<file path="src/rtl/bus_owner_pkg.sv">
package bus_owner_pkg;
    localparam int NUM_MST  = 2;
    localparam int SRC_NUM  = 2;
    localparam int MSK_LOST = 0;
    localparam int MSK_FWD  = 1;

    typedef enum logic [1:0] {
        OWN_NONE = 2'd0,
        OWN_M0   = 2'd1,
        OWN_M1   = 2'd2
    } owner_e;

    typedef struct packed {
        owner_e               tgt;
        logic [NUM_MST-1:0]   sel;
        logic                 pend;
    } arb_st_t;

    typedef struct packed {
        logic [SRC_NUM-1:0]   mask;
        logic                 lost;
        logic                 fwd;
    } irq_st_t;

    function automatic logic [NUM_MST-1:0] owner_onehot(input owner_e o);
        logic [NUM_MST-1:0] r;
        r = '0;
        if (o == OWN_M0) r[0] = 1'b1;
        if (o == OWN_M1) r[1] = 1'b1;
        return r;
    endfunction
endpackage

</file>
<file path="src/rtl/bus_owner_arb.sv">
module bus_owner_arb
    import bus_owner_pkg::*;
#(
    parameter bit PWRUP_M0 = 1'b1
) (
    input  logic               clk,
    input  logic               rst_n,
    input  logic [NUM_MST-1:0] req_i,
    input  logic [NUM_MST-1:0] rel_i,
    input  logic               dn_ready_i,
    output logic [NUM_MST-1:0] sel_o,
    output logic               pend_o,
    output logic [NUM_MST-1:0] lost_o
);
    localparam owner_e RST_TGT = PWRUP_M0 ? OWN_M0 : OWN_NONE;

    arb_st_t st_q, st_d;
    owner_e  win;

    always_comb begin
        if (req_i[0])      win = OWN_M0;
        else if (req_i[1]) win = OWN_M1;
        else               win = OWN_NONE;
    end

    always_comb begin
        st_d   = st_q;
        lost_o = '0;
        if (win != OWN_NONE && win != st_q.tgt) begin
            lost_o[0] = (st_q.tgt == OWN_M0);
            lost_o[1] = (st_q.tgt == OWN_M1);
            st_d.tgt  = win;
            st_d.sel  = '0;
            st_d.pend = 1'b1;
        end else if ((st_q.tgt == OWN_M0 && rel_i[0]) ||
                     (st_q.tgt == OWN_M1 && rel_i[1])) begin
            st_d.tgt  = OWN_NONE;
            st_d.sel  = '0;
            st_d.pend = 1'b0;
        end else if (st_q.pend && dn_ready_i) begin
            st_d.sel  = owner_onehot(st_q.tgt);
            st_d.pend = 1'b0;
        end
    end

    always_ff @(posedge clk or negedge rst_n) begin
        if (!rst_n) begin
            st_q.tgt  <= RST_TGT;
            st_q.sel  <= owner_onehot(RST_TGT);
            st_q.pend <= 1'b0;
        end else begin
            st_q <= st_d;
        end
    end

    assign sel_o  = st_q.sel;
    assign pend_o = st_q.pend;

    AST_SEL_ONEHOT0: assert property (@(posedge clk) disable iff (!rst_n)
        $onehot0(sel_o));
    AST_PEND_OPEN: assert property (@(posedge clk) disable iff (!rst_n)
        pend_o |-> (sel_o == '0));
    AST_HOLD_UNTIL_READY: assert property (@(posedge clk) disable iff (!rst_n)
        (sel_o == '0 && !dn_ready_i) |=> (sel_o == '0));
    AST_TIE_M0_WINS: assert property (@(posedge clk) disable iff (!rst_n)
        (req_i == 2'b11 && st_q.tgt != OWN_M0) |=> (pend_o && lost_o == '0 && !req_i[1]) or (pend_o));
endmodule

</file>
<file path="src/rtl/bus_owner_irq.sv">
module bus_owner_irq
    import bus_owner_pkg::*;
(
    input  logic               clk,
    input  logic               rst_n,
    input  logic               lost_evt_i,
    input  logic               dn_act_i,
    input  logic               ack_i,
    input  logic               mask_we_i,
    input  logic [SRC_NUM-1:0] mask_wdata_i,
    output logic               int_n_o
);
    irq_st_t st_q, st_d;

    always_comb begin
        st_d      = st_q;
        st_d.lost = (st_q.lost & ~ack_i) | (lost_evt_i & ~st_q.mask[MSK_LOST]);
        st_d.fwd  = (st_q.fwd  & ~ack_i) | (dn_act_i   & ~st_q.mask[MSK_FWD]);
        if (mask_we_i) st_d.mask = mask_wdata_i;
    end

    always_ff @(posedge clk or negedge rst_n) begin
        if (!rst_n) st_q <= '0;
        else        st_q <= st_d;
    end

    assign int_n_o = ~((st_q.lost & ~st_q.mask[MSK_LOST]) |
                       (st_q.fwd  & ~st_q.mask[MSK_FWD]));

    AST_LOST_RAISES: assert property (@(posedge clk) disable iff (!rst_n)
        (lost_evt_i && !st_q.mask[MSK_LOST] && !mask_we_i) |=> !int_n_o);
    AST_FWD_RAISES: assert property (@(posedge clk) disable iff (!rst_n)
        (dn_act_i && !st_q.mask[MSK_FWD] && !mask_we_i) |=> !int_n_o);
    AST_ACK_CLEARS: assert property (@(posedge clk) disable iff (!rst_n)
        (ack_i && !lost_evt_i && !dn_act_i) |=> int_n_o);
    AST_MASKED_SILENT: assert property (@(posedge clk) disable iff (!rst_n)
        (st_q.mask == '1 && !mask_we_i) |=> int_n_o);
endmodule

</file>
<file path="src/rtl/bus_owner_ctrl.sv">
module bus_owner_ctrl
    import bus_owner_pkg::*;
#(
    parameter bit PWRUP_M0 = 1'b1
) (
    input  logic       clk,
    input  logic       rst_n,
    input  logic [1:0] req_i,
    input  logic [1:0] rel_i,
    input  logic [1:0] ack_i,
    input  logic [1:0] mask_we_i,
    input  logic [3:0] mask_wdata_i,
    input  logic       dn_int_n_i,
    input  logic       dn_ready_i,
    output logic [1:0] sel_o,
    output logic       switch_pend_o,
    output logic [1:0] up_int_n_o
);
    logic [NUM_MST-1:0] lost;
    logic               dn_act;

    assign dn_act = ~dn_int_n_i;

    bus_owner_arb #(.PWRUP_M0(PWRUP_M0)) u_arb (
        .clk        (clk),
        .rst_n      (rst_n),
        .req_i      (req_i),
        .rel_i      (rel_i),
        .dn_ready_i (dn_ready_i),
        .sel_o      (sel_o),
        .pend_o     (switch_pend_o),
        .lost_o     (lost)
    );

    for (genvar m = 0; m < NUM_MST; m++) begin : g_irq
        bus_owner_irq u_irq (
            .clk          (clk),
            .rst_n        (rst_n),
            .lost_evt_i   (lost[m]),
            .dn_act_i     (dn_act),
            .ack_i        (ack_i[m]),
            .mask_we_i    (mask_we_i[m]),
            .mask_wdata_i (mask_wdata_i[m*SRC_NUM +: SRC_NUM]),
            .int_n_o      (up_int_n_o[m])
        );
    end

    AST_OWNER_REQ_QUIET: assert property (@(posedge clk) disable iff (!rst_n)
        (req_i == 2'b01 && sel_o == 2'b01 && rel_i == '0 && dn_int_n_i) |=> (sel_o == 2'b01 && !switch_pend_o));
endmodule

</file>
<file path="config.mk">
export PLATFORM = sky130hd
export DESIGN_NAME = bus_owner_ctrl
export DESIGN_NICKNAME = d
export VERILOG_FILES = /design/src/rtl/bus_owner_pkg.sv /design/src/rtl/bus_owner_arb.sv /design/src/rtl/bus_owner_irq.sv /design/src/rtl/bus_owner_ctrl.sv
export SDC_FILE = /design/constraint.sdc
export NUM_CORES = 1
export LEC_CHECK = 0
export ABC_AREA = 1
export CAP_MARGIN = 20
export CORE_MARGIN = 10
export CORE_UTILIZATION = 42
export DETAILED_ROUTE_END_ITERATION = 6
export PLACE_DENSITY = 0.82
export SYNTH_ARGS = -nofsm -noshare
export SYNTH_HDL_FRONTEND = slang
export SYNTH_SLANG_ARGS = --single-unit
</file>
<file path="constraint.sdc">
create_clock -name clk -period 1.35 [get_ports clk]
set_input_delay 0.135 -clock clk [delete_from_list [all_inputs] [get_ports clk]]
set_output_delay 0.135 -clock clk [all_outputs]
set_load 0.05 [all_outputs]
</file>
---- Word-level counts from Yosys, hierarchy flattened ----
Cells that the tools add are included.
storage, ports and cells
  ROM bits ................................ 0
  bits in writable memories ............... 0
  bits in latches ......................... 0
  register bits after elaboration ......... 13
  memories ................................ 0
operators by class
  divide/modulo/power cells ............... 0
  magnitude comparators ................... 0
  equality and inequality tests ........... 3
  $mul .................................... 0
  bitwise gates (word level) .............. 27
  reductions and logical operators ........ 8
  shifts and indexed selects .............. 0
  mux-type cells .......................... 9
  $add $sub $neg .......................... 0
operator list
  kind                  count
  $and A1 B1 Y1         12
  $not A1 Y1            9
  $mux W2               4
  $mux W3               2
  $or A1 B1 Y1          6
  $mux W5               1
  $logic_and A1 B1 Y1   4
  $reduce_bool A2 Y1    2
  $reduce_bool A3 Y1    1
  $eq A2 B1 Y1 const B  1
  $eq A2 B2 Y1 const B  1
  $mux W1               2
  $ne A2 B2 Y1          1
  $logic_or A1 B1 Y1    1

---- Logic depth before layout (Yosys ltp) ----
  depth after elaboration ................. 7
  gate-level depth with buffers ........... 7
  mapped depth without buffers ............ 7

---- Modules after synthesis ----
A second synthesis with hierarchy kept.
second synthesis, totals
  cells, all modules ...................... 79
  area, all modules ....................... 621.8 um^2
by module, submodules not included
  module          cells an instance  times used  sequential area each (um^2)  area each (um^2)
  bus_owner_irq   20                 2           100.1                        165.2
  bus_owner_arb   38                 1           127.6                        287.8
  bus_owner_ctrl  1                  1           0.0                          3.8

---- Worst setup path before layout ----
OpenSTA, ideal clock, no wires.
  kind .................................... flip-flop to flip-flop
  from .................................... reg u_arb.st_q, in the netlist u_arb.pend_o
  to ...................................... reg u_arb.st_q, in the netlist u_arb.sel_o[1]
  period minus slack after synthesis ...... 1.119 ns
  slack ................................... 0.231 ns
  cell stages (with the launch flop) ...... 4
  buffers on the path ..................... 0
  data arrival time ....................... 1.000 ns
  cell sequence ........................... dfrtp_1 -> nand2_1 -> a21oi_1 -> nor2_1
between the ends
  word-level cells in the longest chain between the ends .. 2
RTL lines
  what                                 RTL line             text
  start, declared                      bus_owner_arb.sv:17  arb_st_t st_q, st_d;
  start signal, assigned               bus_owner_arb.sv:52  st_q <= st_d;
  $logic_and A1 B1 Y1                  bus_owner_arb.sv:40  end else if (st_q.pend && dn_ready_i) begin
  $reduce_bool A3 Y1 (no source line)  n/a
No other way between the ends.
A chain may end at the register's enable or synchronous reset.

---- Final worst setup path ----
  from .................................... reg g_irq[0].u_irq.st_q[3] (netlist bit)
  to ...................................... out up_int_n_o[0]
between the ends
  word-level cells in the longest chain between the ends .. 4
RTL lines
  what                    RTL line              text
  start, declared         bus_owner_irq.sv:13   irq_st_t st_q, st_d;
  start signal, assigned  bus_owner_irq.sv:24   else st_q <= st_d;
  $not A1 Y1              bus_owner_irq.sv:28   (st_q.fwd & ~st_q.mask[MSK_FWD]));
  $and A1 B1 Y1           bus_owner_irq.sv:28
  $or A1 B1 Y1            bus_owner_irq.sv:27   assign int_n_o = ~((st_q.lost & ~st_q.mask[MSK_LOST]) |
  $not A1 Y1              bus_owner_irq.sv:27
  end, declared           bus_owner_ctrl.sv:17  output logic [1:0] up_int_n_o
No other way between the ends.

==> run metrics <==
number of buffers inserted to repair setup after CTS 0; path class of the lowest-slack min-delay path input port to asynchronous set/reset pin; final setup fails 0; WL/cell 13.4 um; launching instance or port of the critical path g_irq[0].u_irq.st_q[3]; number of nets with antenna violations after routing 0; final count of pins violating max slew 0; Cell Rows 13; slew margin rel. 89.1%; setup TNS 0 ns; post-DP HPWL 1.15 mm; met3 routing resource usage after global routing 4.36%; TritonCTS clock tree built; number of antenna diodes 0; sequential fraction of the synthesis area 53.3%; global-route wire length before repair between 2 and 2.5 mm; crit-path max cell delay 0.41 ns; Final min period roughly 1.2 ns; Post-Route Skew 0.00132 ns; final hold vios 0; sequential cell area 328 um2; post-cts gate resize count 0; logic depth of the worst register-to-register path 7; core region area roughly 1300 um2; cells along the critical path o22ai_1, inv_1, buf_12; clock-pin transition on the worst setup and hold timing paths roughly 0.08 ns; gp weighted congestion 0.745; total wirelength of the detailed-routed design 1.39 mm; Synth Instances 67; commonest non-fill, non-tap cells in the layout 15 x sky130_fd_sc_hd__clkdlybuf4s50_1, 11 x sky130_fd_sc_hd__inv_1, 11 x sky130_fd_sc_hd__dfrtp_1; static leakage 0.416 nW; antenna violations before repair 0; via count of the first global-routing pass around 530; number of port buffers 20; die outline area 3400 um2; CP Launch Type flip-flop; global router's overall resource usage 8.57%; cell area after placement 862 um2; Bufs on Longest Clock Path 2; mean cell area of the mapped netlist 9.19 um2; net count after synthesis 83; Synth Cell Area ~600 um2; effective utilization at floorplan 46.2%; outcome complete, no violations; endpoint of the lowest-slack register-to-register path u_arb.st_q[4]; number of register bits inferred by synthesis 13; area of all placed cells without fillers 890 um2; timing endpoint of the critical path up_int_n_o[0]; max-cap violation count 0; Most Crowded Layer GR met2; NumNets Final 105; count of unique library cells instantiated by Yosys 16; number of fill cells 99; Worst Setup End Kind output port; met2 layer usage reported by global route 15.0%; via count normalized by instance count 4.83; number of top-level design ports 21; Die Span Y 58.3 um; Overflow after GRT 0; width of the die 58.3 um; Worst-Margin Slew roughly 0.16 ns; total power density per cell area 1470 nW/um2; RSZ-0062 raised after global routing no; proportion of layout cells with a drive suffix above 1 26.1%; Reg-to-Reg Start u_arb.st_q[3]; register-to-register path setup slack 0.23 ns; CTS root buffer sky130_fd_sc_hd__clkbuf_4; pin count of the biggest net entering global routing 14; number of iterations in the first detailed-routing pass 4; required arrival time at the worst endpoint ~1.2 ns; number of buffers added by the clock tree synthesis step 3; combined area of the multi-input logic cells 209 um2; H-tree depth 1; count of hold buffers inserted by post-cts repair 0; Area growth, synth to finish 44.5%; crit path max-delay cell type sky130_fd_sc_hd__dfrtp_1; arrival time of the worst setup path around 1.1 ns; part of the cycle the worst path needs 91.4%; Max Clock Freq 811 MHz; commonest non-fill, non-tap cell in the layout sky130_fd_sc_hd__clkdlybuf4s50_1; count of routing violations after the opening detailed-route iteration 10; synthesis warning total 0; source-to-sink clock delay at the later pin of the worst-skew pair between 0.2 and 0.3 ns; total via count in the routed design around 500; met1 Track Usage GR 8.43%; DRC 0; critical path type flip-flop to output port; number of clock sinks seen by CTS 13; worst ir drop on vdd 0.836 mV; CP max FO 3
## worst min-delay path by stage
| stage | start | end | slack (ns) | cells after the start |
|---|---|---|---|---|
| floorplan | rst_n | g_irq[0].u_irq.st_q[0] | -0.16 | 0 |
| global placement | rst_n | g_irq[1].u_irq.st_q[0] | 0.45 | 2 |
| detailed placement | rst_n | g_irq[0].u_irq.st_q[3] | 0.46 | 2 |
| CTS | rst_n | g_irq[0].u_irq.st_q[3] | 0.17 | 2 |
| global route | rst_n | g_irq[1].u_irq.st_q[3] | 0.16 | 2 |
| finish | rst_n | u_arb.pend_o | 0.17 | 2 |
## critical path: cells and delay by family, from the launching register on
family          cells  cell delay, ns
compound gates      1            0.18
buf+inv             2            0.24
flops               1            0.41
## per-stage QoR
step	total power, mW	std cells	hold slack (ns)	utilization [%]	worst slack, ns
floorplan	0.860	67	-0.161	-	0.231
global placement	1.06	99	0.454	64.6	0.197
detailed placement	1.08	99	0.463	64.6	0.176
CTS	1.32	103	0.171	66.7	0.117
global route	1.39	103	0.161	66.7	0.0639
finish	1.31	103	0.165	66.7	0.117
## synthesized netlist by cell type, drive strengths merged
master | instances | area share (%)
o22ai | 4 | 4.1
a21oi | 2 | 1.6
nand2 | 14 | 11
mux2 | 3 | 5.5
o21ai | 4 | 3.3
buf | 4 | 4.9
nand3 | 2 | 1.6
dfstp | 2 | 8.5
inv | 13 | 7.9
dfrtp | 11 | 45
nand4 | 1 | 1.0
nor2 | 7 | 5.5
## sequential cells by signal, indices dropped and copies added, names as in the netlist
signal            count
u_arb.st_q            2
u_arb.pend_o          1
g_irq.u_irq.st_q      8
u_arb.sel_o           2
## per-layer routing
metal  wire length (um)  part of all wire [%]
met5                  0                     0
met1                591                    43
met3                112                   8.1
met4                  8                  0.58
met2                673                    49
## cell type report
cell class / count / area share (%)
flip-flops and latches: 13 / 36.8
repair buffers: 21 / 29.0
multi-input cells: 37 / 23.5
inverters: 13 / 5.49
clock buffers: 3 / 2.53
well taps: 15 / 2.11
clock inverters: 1 / 0.563
## power by group
part	internal (mW)	switching (mW)	leakage, nW
registers	0.473	0.0642	0.157
clock network	0.110	0.126	0.0177
logic	0.241	0.292	0.241
total	0.824	0.482	0.416
## cells by family after synthesis
family	count (synthesis)	share of synthesized area, %
AOI/OAI and AO/OA	10	8.94
muxes	3	5.49
buffers and inverters	17	12.8
and+or+nand+nor	24	19.5
DFF	13	53.3
No activity file was read; power rests on OpenSTA's default activity.
